[src/rtl/cbr_pkg.sv]
package cbr_pkg;

    // Classification of one row-strobe falling edge
    typedef enum logic [1:0] {
        EV_NONE = 2'd0,
        EV_ACT  = 2'd1,
        EV_REF  = 2'd2,
        EV_BAD  = 2'd3
    } ras_event_e;

    // Previous-sample strobe state
    typedef struct packed {
        logic ras;
        logic cas;
    } strobe_t;

    // Edge classification from previous and present samples
    function automatic ras_event_e classify(input strobe_t prev, input logic ras_now,
                                            input logic we_now);
        ras_event_e ev;
        ev = EV_NONE;
        if (prev.ras && !ras_now) begin
            if (prev.cas)
                ev = EV_ACT;
            else if (we_now)
                ev = EV_REF;
            else
                ev = EV_BAD;
        end
        return ev;
    endfunction

endpackage

[src/rtl/cbr_edge_classify.sv]
module cbr_edge_classify
    import cbr_pkg::*;
(
    input  logic       clk,
    input  logic       rst_n,
    input  logic       ras_n,
    input  logic       cas_n,
    input  logic       we_n,
    output ras_event_e ev,
    output logic       cas_prev_n
);

    strobe_t st_d, st_q;

    always_comb begin
        st_d.ras = ras_n;
        st_d.cas = cas_n;
    end

    always_ff @(posedge clk or negedge rst_n) begin
        if (!rst_n) begin
            st_q.ras <= 1'b1;
            st_q.cas <= 1'b1;
        end else begin
            st_q <= st_d;
        end
    end

    always_comb begin
        ev         = classify(st_q, ras_n, we_n);
        cas_prev_n = st_q.cas;
    end

    // An event can only follow a sample with the row strobe high
    AST_SINGLE_FALL: assert property (@(posedge clk) disable iff (!rst_n)
        (ev != EV_NONE) |=> (ev == EV_NONE));

    AST_REF_AFTER_CAS: assert property (@(posedge clk) disable iff (!rst_n)
        (ev == EV_REF) |-> !$past(cas_n));

endmodule

[src/rtl/cbr_row_counter.sv]
module cbr_row_counter #(
    parameter int ROW_W    = 10,
    parameter int ROW_SEED = 1020
) (
    input  logic             clk,
    input  logic             rst_n,
    input  logic             step,
    output logic [ROW_W-1:0] row
);

    localparam logic [ROW_W-1:0] SEED_V = ROW_W'(ROW_SEED);
    localparam logic [ROW_W-1:0] ONE_V  = ROW_W'(1);

    // No reset: the power-up value is the seed and survives rst_n
    logic [ROW_W-1:0] row_d;
    logic [ROW_W-1:0] row_q = SEED_V;

    always_comb begin
        row_d = row_q;
        if (step)
            row_d = row_q + ONE_V;
    end

    always_ff @(posedge clk) begin
        row_q <= row_d;
    end

    assign row = row_q;

    AST_ROW_STEP: assert property (@(posedge clk) disable iff (!rst_n)
        step |=> (row_q == $past(row_q) + ONE_V));

    AST_ROW_HOLD: assert property (@(posedge clk) disable iff (!rst_n)
        !step |=> $stable(row_q));

endmodule

[src/rtl/cbr_hold_tracker.sv]
module cbr_hold_tracker
    import cbr_pkg::*;
(
    input  logic       clk,
    input  logic       rst_n,
    input  logic       ras_n,
    input  logic       cas_n,
    input  logic       we_n,
    input  logic       cas_prev_n,
    input  ras_event_e ev,
    output logic       dout_hold
);

    typedef struct packed {
        logic row_open;
        logic rd_open;
        logic hold;
    } trk_t;

    trk_t t_d, t_q;
    logic cas_fall;

    always_comb begin
        cas_fall = cas_prev_n && !cas_n;
        t_d      = t_q;

        // Row opened by a normal activation, closed when RAS rises
        if (ev == EV_ACT)
            t_d.row_open = 1'b1;
        else if (ras_n)
            t_d.row_open = 1'b0;

        // Read data driven while CAS stays low after a read
        if (cas_n)
            t_d.rd_open = 1'b0;
        else if (t_q.row_open && !ras_n && cas_fall && we_n)
            t_d.rd_open = 1'b1;

        // Hidden refresh: refresh with read data still driven
        if (cas_n)
            t_d.hold = 1'b0;
        else if (ev == EV_REF && t_q.rd_open)
            t_d.hold = 1'b1;
    end

    always_ff @(posedge clk or negedge rst_n) begin
        if (!rst_n)
            t_q <= '0;
        else
            t_q <= t_d;
    end

    assign dout_hold = t_q.hold;

    AST_HOLD_CAS_LOW: assert property (@(posedge clk) disable iff (!rst_n)
        t_q.hold |-> !$past(cas_n));

    AST_HOLD_NEEDS_READ: assert property (@(posedge clk) disable iff (!rst_n)
        $rose(t_q.hold) |-> $past(t_q.rd_open));

endmodule

[src/rtl/cbr_refresh_detect.sv]
module cbr_refresh_detect
    import cbr_pkg::*;
#(
    parameter int ROW_W    = 10,
    parameter int ADDR_W   = 12,
    parameter int ROW_SEED = 1020
) (
    input  logic              clk,
    input  logic              rst_n,
    input  logic              ras_n,
    input  logic              cas_n,
    input  logic              we_n,
    input  logic [ADDR_W-1:0] addr,
    output logic              act_stb,
    output logic [ADDR_W-1:0] act_row,
    output logic              ref_stb,
    output logic [ROW_W-1:0]  ref_row,
    output logic              viol,
    output logic              dout_hold
);

    typedef struct packed {
        logic              act_stb;
        logic [ADDR_W-1:0] act_row;
        logic              ref_stb;
        logic [ROW_W-1:0]  ref_row;
        logic              viol;
    } out_t;

    ras_event_e       ev;
    logic             cas_prev_n;
    logic             do_ref;
    logic [ROW_W-1:0] cur_row;
    out_t             o_d, o_q;

    cbr_edge_classify u_edge (
        .clk        (clk),
        .rst_n      (rst_n),
        .ras_n      (ras_n),
        .cas_n      (cas_n),
        .we_n       (we_n),
        .ev         (ev),
        .cas_prev_n (cas_prev_n)
    );

    assign do_ref = rst_n && (ev == EV_REF);

    cbr_row_counter #(
        .ROW_W    (ROW_W),
        .ROW_SEED (ROW_SEED)
    ) u_cnt (
        .clk   (clk),
        .rst_n (rst_n),
        .step  (do_ref),
        .row   (cur_row)
    );

    cbr_hold_tracker u_hold (
        .clk        (clk),
        .rst_n      (rst_n),
        .ras_n      (ras_n),
        .cas_n      (cas_n),
        .we_n       (we_n),
        .cas_prev_n (cas_prev_n),
        .ev         (ev),
        .dout_hold  (dout_hold)
    );

    always_comb begin
        o_d         = o_q;
        o_d.act_stb = 1'b0;
        o_d.ref_stb = 1'b0;
        o_d.viol    = 1'b0;
        unique case (ev)
            EV_ACT: begin
                o_d.act_stb = 1'b1;
                o_d.act_row = addr;
            end
            EV_REF: begin
                o_d.ref_stb = 1'b1;
                o_d.ref_row = cur_row;
            end
            EV_BAD:  o_d.viol = 1'b1;
            default: ;
        endcase
    end

    always_ff @(posedge clk or negedge rst_n) begin
        if (!rst_n)
            o_q <= '0;
        else
            o_q <= o_d;
    end

    assign act_stb = o_q.act_stb;
    assign act_row = o_q.act_row;
    assign ref_stb = o_q.ref_stb;
    assign ref_row = o_q.ref_row;
    assign viol    = o_q.viol;

    AST_ONE_EVENT: assert property (@(posedge clk) disable iff (!rst_n)
        $onehot0({o_q.act_stb, o_q.ref_stb, o_q.viol}));

    AST_ADDR_IGNORED: assert property (@(posedge clk) disable iff (!rst_n)
        (ev == EV_REF || ev == EV_BAD) |=> $stable(o_q.act_row));

    AST_REF_PULSE: assert property (@(posedge clk) disable iff (!rst_n)
        o_q.ref_stb |=> !o_q.ref_stb);

    AST_ACT_PULSE: assert property (@(posedge clk) disable iff (!rst_n)
        o_q.act_stb |=> !o_q.act_stb);

endmodule

[config.mk]
export PLATFORM = sky130hd
export DESIGN_NAME = cbr_refresh_detect
export DESIGN_NICKNAME = d
export VERILOG_FILES = /design/src/rtl/cbr_pkg.sv /design/src/rtl/cbr_edge_classify.sv /design/src/rtl/cbr_row_counter.sv /design/src/rtl/cbr_hold_tracker.sv /design/src/rtl/cbr_refresh_detect.sv
export SDC_FILE = /design/constraint.sdc
export NUM_CORES = 1
export LEC_CHECK = 0
export BUFFER_PORTS_ARGS = -buffer_cell sky130_fd_sc_hd__buf_4
export CAP_MARGIN = 15
export CORE_MARGIN = 5
export CORE_UTILIZATION = 55
export DETAILED_ROUTE_END_ITERATION = 8
export PLACE_DENSITY = 0.82
export SETUP_SLACK_MARGIN = 0.4
export SLEW_MARGIN = 20
export SYNTH_ARGS = -nofsm -noshare
export SYNTH_HDL_FRONTEND = slang
export SYNTH_HIERARCHICAL = 1
export SYNTH_SLANG_ARGS = --single-unit
[constraint.sdc]
create_clock -name clk -period 4.9 [get_ports clk]
set_input_delay 0 -clock clk [delete_from_list [all_inputs] [get_ports clk]]
set_output_delay 0 -clock clk [all_outputs]
set_load 0.005 [all_outputs]
==> results.rst <==
.. list-table::
   :header-rows: 1

   * - Metric
     - Value
   * - Top cell type's share of synthesized area
     - 41.6%
   * - Dominant combinational cell family by area after synthesis
     - multiplexers
   * - Maximum number of pins on one net before global-route repair
     - 32
   * - Type of element launching the critical path
     - register
   * - Mux share of post-synthesis cell area
     - 18.5%
   * - Post-route antenna net violation count
     - 0
   * - Yosys warning total
     - 6
   * - Mapped Avg Cell Area
     - 15.6 sq um
   * - Placed Instances
     - 181
   * - Pin slew with the least headroom to its limit
     - 761 ps
   * - Number of antenna violations at the first check in global routing
     - 0
   * - Synthesized Nets
     - 126
   * - Adder and majority gate portion of the synthesized area
     - 0.743%
   * - Overall fraction of global-route tracks in use
     - 18.0%
   * - Minimum clock period after layout
     - 2180 ps
   * - Total number of nets in the final design
     - 189
   * - Start point of the critical path
     - u_edge/st_q[1]
   * - Post-cts resize count
     - 0
   * - Unrepaired setup endpoints after global routing
     - no
   * - Area of the die
     - 4270 sq um
   * - Final-report hold violation count
     - 0
   * - Worst-case headroom to the max-slew limit
     - 49.1%
   * - Clock buffer depth
     - 2
   * - Placement Setup Slack
     - 2720 ps
   * - Launch point of the worst reg-to-reg path
     - u_edge/st_q[1]
   * - Number of global-route vias before repair
     - 1091
   * - Number of violations reported at the end of detailed-routing iteration 0
     - 37
   * - Site Rows
     - 20
   * - Crit Path Max Fanout
     - 12
   * - Worst-case clock skew
     - 7.26 ps
   * - Max Cap Violations
     - 0
   * - Via density per instance
     - 4.98
   * - DRC Markers
     - 0
   * - Mapped Cells
     - 108
   * - Share of the clock period used by the worst path
     - 44.5%
   * - Number of synthesized register bits
     - 40
   * - Most area-hungry cell type in the Yosys netlist
     - sky130_fd_sc_hd__dfrtp_1
   * - Result of the run
     - finished clean
   * - Distinct cell type count of the synthesized netlist
     - 26
   * - Final setup slack of the worst path
     - 2720 ps
   * - Reg area
     - 1050 sq um
   * - Primary FF master, synth
     - sky130_fd_sc_hd__dfrtp_1
   * - CTS root buf
     - sky130_fd_sc_hd__clkbuf_4
   * - Critical path endpoint category
     - register
   * - Number of H-tree branching levels
     - 2
   * - CTS Hold Bufs
     - 16
   * - Iteration count of the initial detailed-routing pass
     - 4
   * - Post-detailed-placement half-perimeter wirelength
     - 2.13 mm
   * - Required time worst endpoint
     - 4870 ps
   * - Diodes inserted
     - 0
   * - Setup violation total in the final timing report
     - 0
   * - Leakage power summed over all cells
     - 0.00108 uW
   * - Complex-gate fraction of the synthesized area
     - 1.49%
   * - Worst setup path class
     - reg -> reg
   * - Sequential cell area fraction in the yosys report
     - 62.6%
   * - Layout cell share with drive strength beyond 1
     - 47.7%
   * - EDFF count, synth
     - 10
   * - Cell Area, Synth
     - 1680 sq um
   * - Xor/xnor share of the synthesized area
     - 4.16%
   * - Initial core utilization
     - 56.0%
   * - Simple-gate portion of the synthesized area
     - 8.48%
   * - CTS clk-pin slew, worst paths
     - 110 ps
   * - Synth-to-Final Area Change
     - 32.8%
   * - Average wire per standard cell
     - 16.9 microns
   * - Wire length of the first global-routing pass
     - 5.49 mm
   * - CTS tree
     - built
   * - Sum of routed wire length over all layers
     - 3.46 mm
   * - I/O pins
     - 43
   * - Core area
     - 3000 sq um
   * - Clock Sinks
     - 40
   * - Number of buffers inserted by port buffering
     - 42
   * - Post-route non-filler standard cell count
     - 205
   * - Number of buffers created by CTS
     - 5
   * - Die Y-Extent
     - 65.3 microns
   * - Number of filler cells placed in the layout
     - 178
   * - Number of buffers inserted to repair setup after CTS
     - 0
   * - Pwr dens
     - 326 nW/um^2
   * - Max Slew Vio Count
     - 0
   * - Setup_tns
     - 0 ps
   * - Gr ovfl total
     - 0
   * - Signal arrival time at the worst endpoint
     - 2160 ps
   * - Global placement routability congestion
     - 0.736
   * - Maximum vdd drop
     - 0.000173 V
   * - Die extent in x
     - 65.3 microns
   * - Hold Path Class
     - in -> async
   * - Proportion of synthesized flip-flops having asynchronous set or reset
     - 75.0%
   * - Clock insertion delay at the later pin of the skew report
     - 340 ps
   * - Combined area of the multi-input logic cells
     - 562 sq um
   * - DR vias
     - 1021
   * - Synth top area cells
     - sky130_fd_sc_hd__dfrtp_1 42%, sky130_fd_sc_hd__edfxtp_1 18%, sky130_fd_sc_hd__mux2_4 15%
   * - Timing-limited maximum frequency
     - 458 MHz
per-layer routing:
| layer | track usage (%) | share of wire (%) | vias up | wire (microns) |
|---|---|---|---|---|
| li1 | - | - | 494 | - |
| met1 | 19.1 | 38 | 495 | 1330 |
| met2 | 31.5 | 54 | 30 | 1860 |
| met3 | 7.18 | 6.8 | 2 | 237 |
| met4 | 7.77 | 0.87 | 0 | 30 |
| met5 | 0 | 0 | - | 0 |
through the flow:
stage / hold slack (ps) / area (sq um) / total power [uW] / util (%)
floorplan: -296 / 1680 / 470 / -
global placement: -56.2 / 2010 / 546 / 67.0
detailed placement: -50.7 / 2010 / 551 / 67.0
CTS: 106 / 2230 / 734 / 74.4
global route: 105 / 2230 / 773 / 74.4
finish: 105 / 2230 / 728 / 74.4
where the power goes:
group	switching, uW	internal, uW	total (uW)
logic	49.8	104	154
registers	25.2	380	405
clock network	101	68.3	169
total	176	552	728
logic make-up after synthesis:
| kind of cell | Yosys count |
|---|---|
| AND/OR/NAND/NOR | 20 |
| XOR/XNOR | 8 |
| AO/OA/AOI/OAI | 4 |
| adder cells (fa/ha/maj) | 1 |
| flip-flops | 40 |
| buffers and inverters | 13 |
| multiplexers | 22 |
registers in the layout (all words and copies together) (netlist names):
| name | flops |
|---|---|
| act_stb | 1 |
| u_edge/cas_prev_n | 1 |
| u_hold/t_q | 2 |
| ref_stb | 1 |
| u_edge/st_q | 1 |
| viol | 1 |
| u_cnt/row | 10 |
| ref_row | 10 |
| act_row | 12 |
| u_hold/dout_hold | 1 |
cell type report:
cell class | instances | area share [%]
clock buffers | 6 | 2.30
clock inverters | 2 | 0.448
inverters | 11 | 1.85
multi-input cells | 55 | 25.1
flip-flops and latches | 40 | 47.1
well taps | 33 | 1.85
repair buffers | 58 | 21.3
final timing paths:
path,to,slack (ps),cells after the start
worst max-delay path,u_cnt/row[2],2720,4
worst min register to register,act_row[3],520,1
worst max register to register,u_cnt/row[2],2720,4
max in group asynchronous,u_edge/cas_prev_n,4480,2
min in group clk,u_edge/cas_prev_n,330,2
worst min-delay path,viol,100,2
critical path, stage by stage, from the launching register on:
cell	delay, ps
sky130_fd_sc_hd__dfstp_2	560
sky130_fd_sc_hd__nand2b_4	60
sky130_fd_sc_hd__nor2_1	350
sky130_fd_sc_hd__nand2b_4	220
sky130_fd_sc_hd__nor2_1	630
cell usage after synthesis (2+ instances only):
| library cell | n |
|---|---|
| sky130_fd_sc_hd__a21oi_1 | 2 |
| sky130_fd_sc_hd__nand2b_4 | 3 |
| sky130_fd_sc_hd__edfxtp_1 | 10 |
| sky130_fd_sc_hd__nand3_1 | 3 |
| sky130_fd_sc_hd__inv_1 | 11 |
| sky130_fd_sc_hd__nor2_1 | 5 |
| sky130_fd_sc_hd__xor2_1 | 4 |
| sky130_fd_sc_hd__mux2_4 | 17 |
| sky130_fd_sc_hd__mux2_2 | 5 |
| sky130_fd_sc_hd__dfrtp_1 | 28 |
| sky130_fd_sc_hd__dfstp_2 | 2 |
| sky130_fd_sc_hd__xnor2_1 | 4 |
layout by cell type, fill, tap and decap left out:
cell,n
sky130_fd_sc_hd__buf_4,42
sky130_fd_sc_hd__dfrtp_1,28
sky130_fd_sc_hd__mux2_4,17
sky130_fd_sc_hd__dlygate4sd3_1,16
sky130_fd_sc_hd__inv_1,11
sky130_fd_sc_hd__edfxtp_1,10
sky130_fd_sc_hd__nor2_1,5
sky130_fd_sc_hd__mux2_2,5
sky130_fd_sc_hd__clkbuf_4,5
sky130_fd_sc_hd__xor2_1,4
sky130_fd_sc_hd__xnor2_1,4
sky130_fd_sc_hd__nand2b_4,3
sky130_fd_sc_hd__nand3_1,3
sky130_fd_sc_hd__clkinv_2,2
sky130_fd_sc_hd__dfstp_2,2
sky130_fd_sc_hd__a21oi_1,2
sky130_fd_sc_hd__and2_2,1
sky130_fd_sc_hd__clkbuf_8,1
sky130_fd_sc_hd__nand2_2,1
sky130_fd_sc_hd__nand3_2,1
sky130_fd_sc_hd__nor4_2,1
sky130_fd_sc_hd__nand4_1,1
sky130_fd_sc_hd__nand2_1,1
sky130_fd_sc_hd__nor3_1,1
sky130_fd_sc_hd__ha_1,1
sky130_fd_sc_hd__a21oi_2,1
sky130_fd_sc_hd__o22ai_1,1
sky130_fd_sc_hd__nand4b_1,1
sky130_fd_sc_hd__nand3b_1,1
Power figures use the tool's default switching activity.
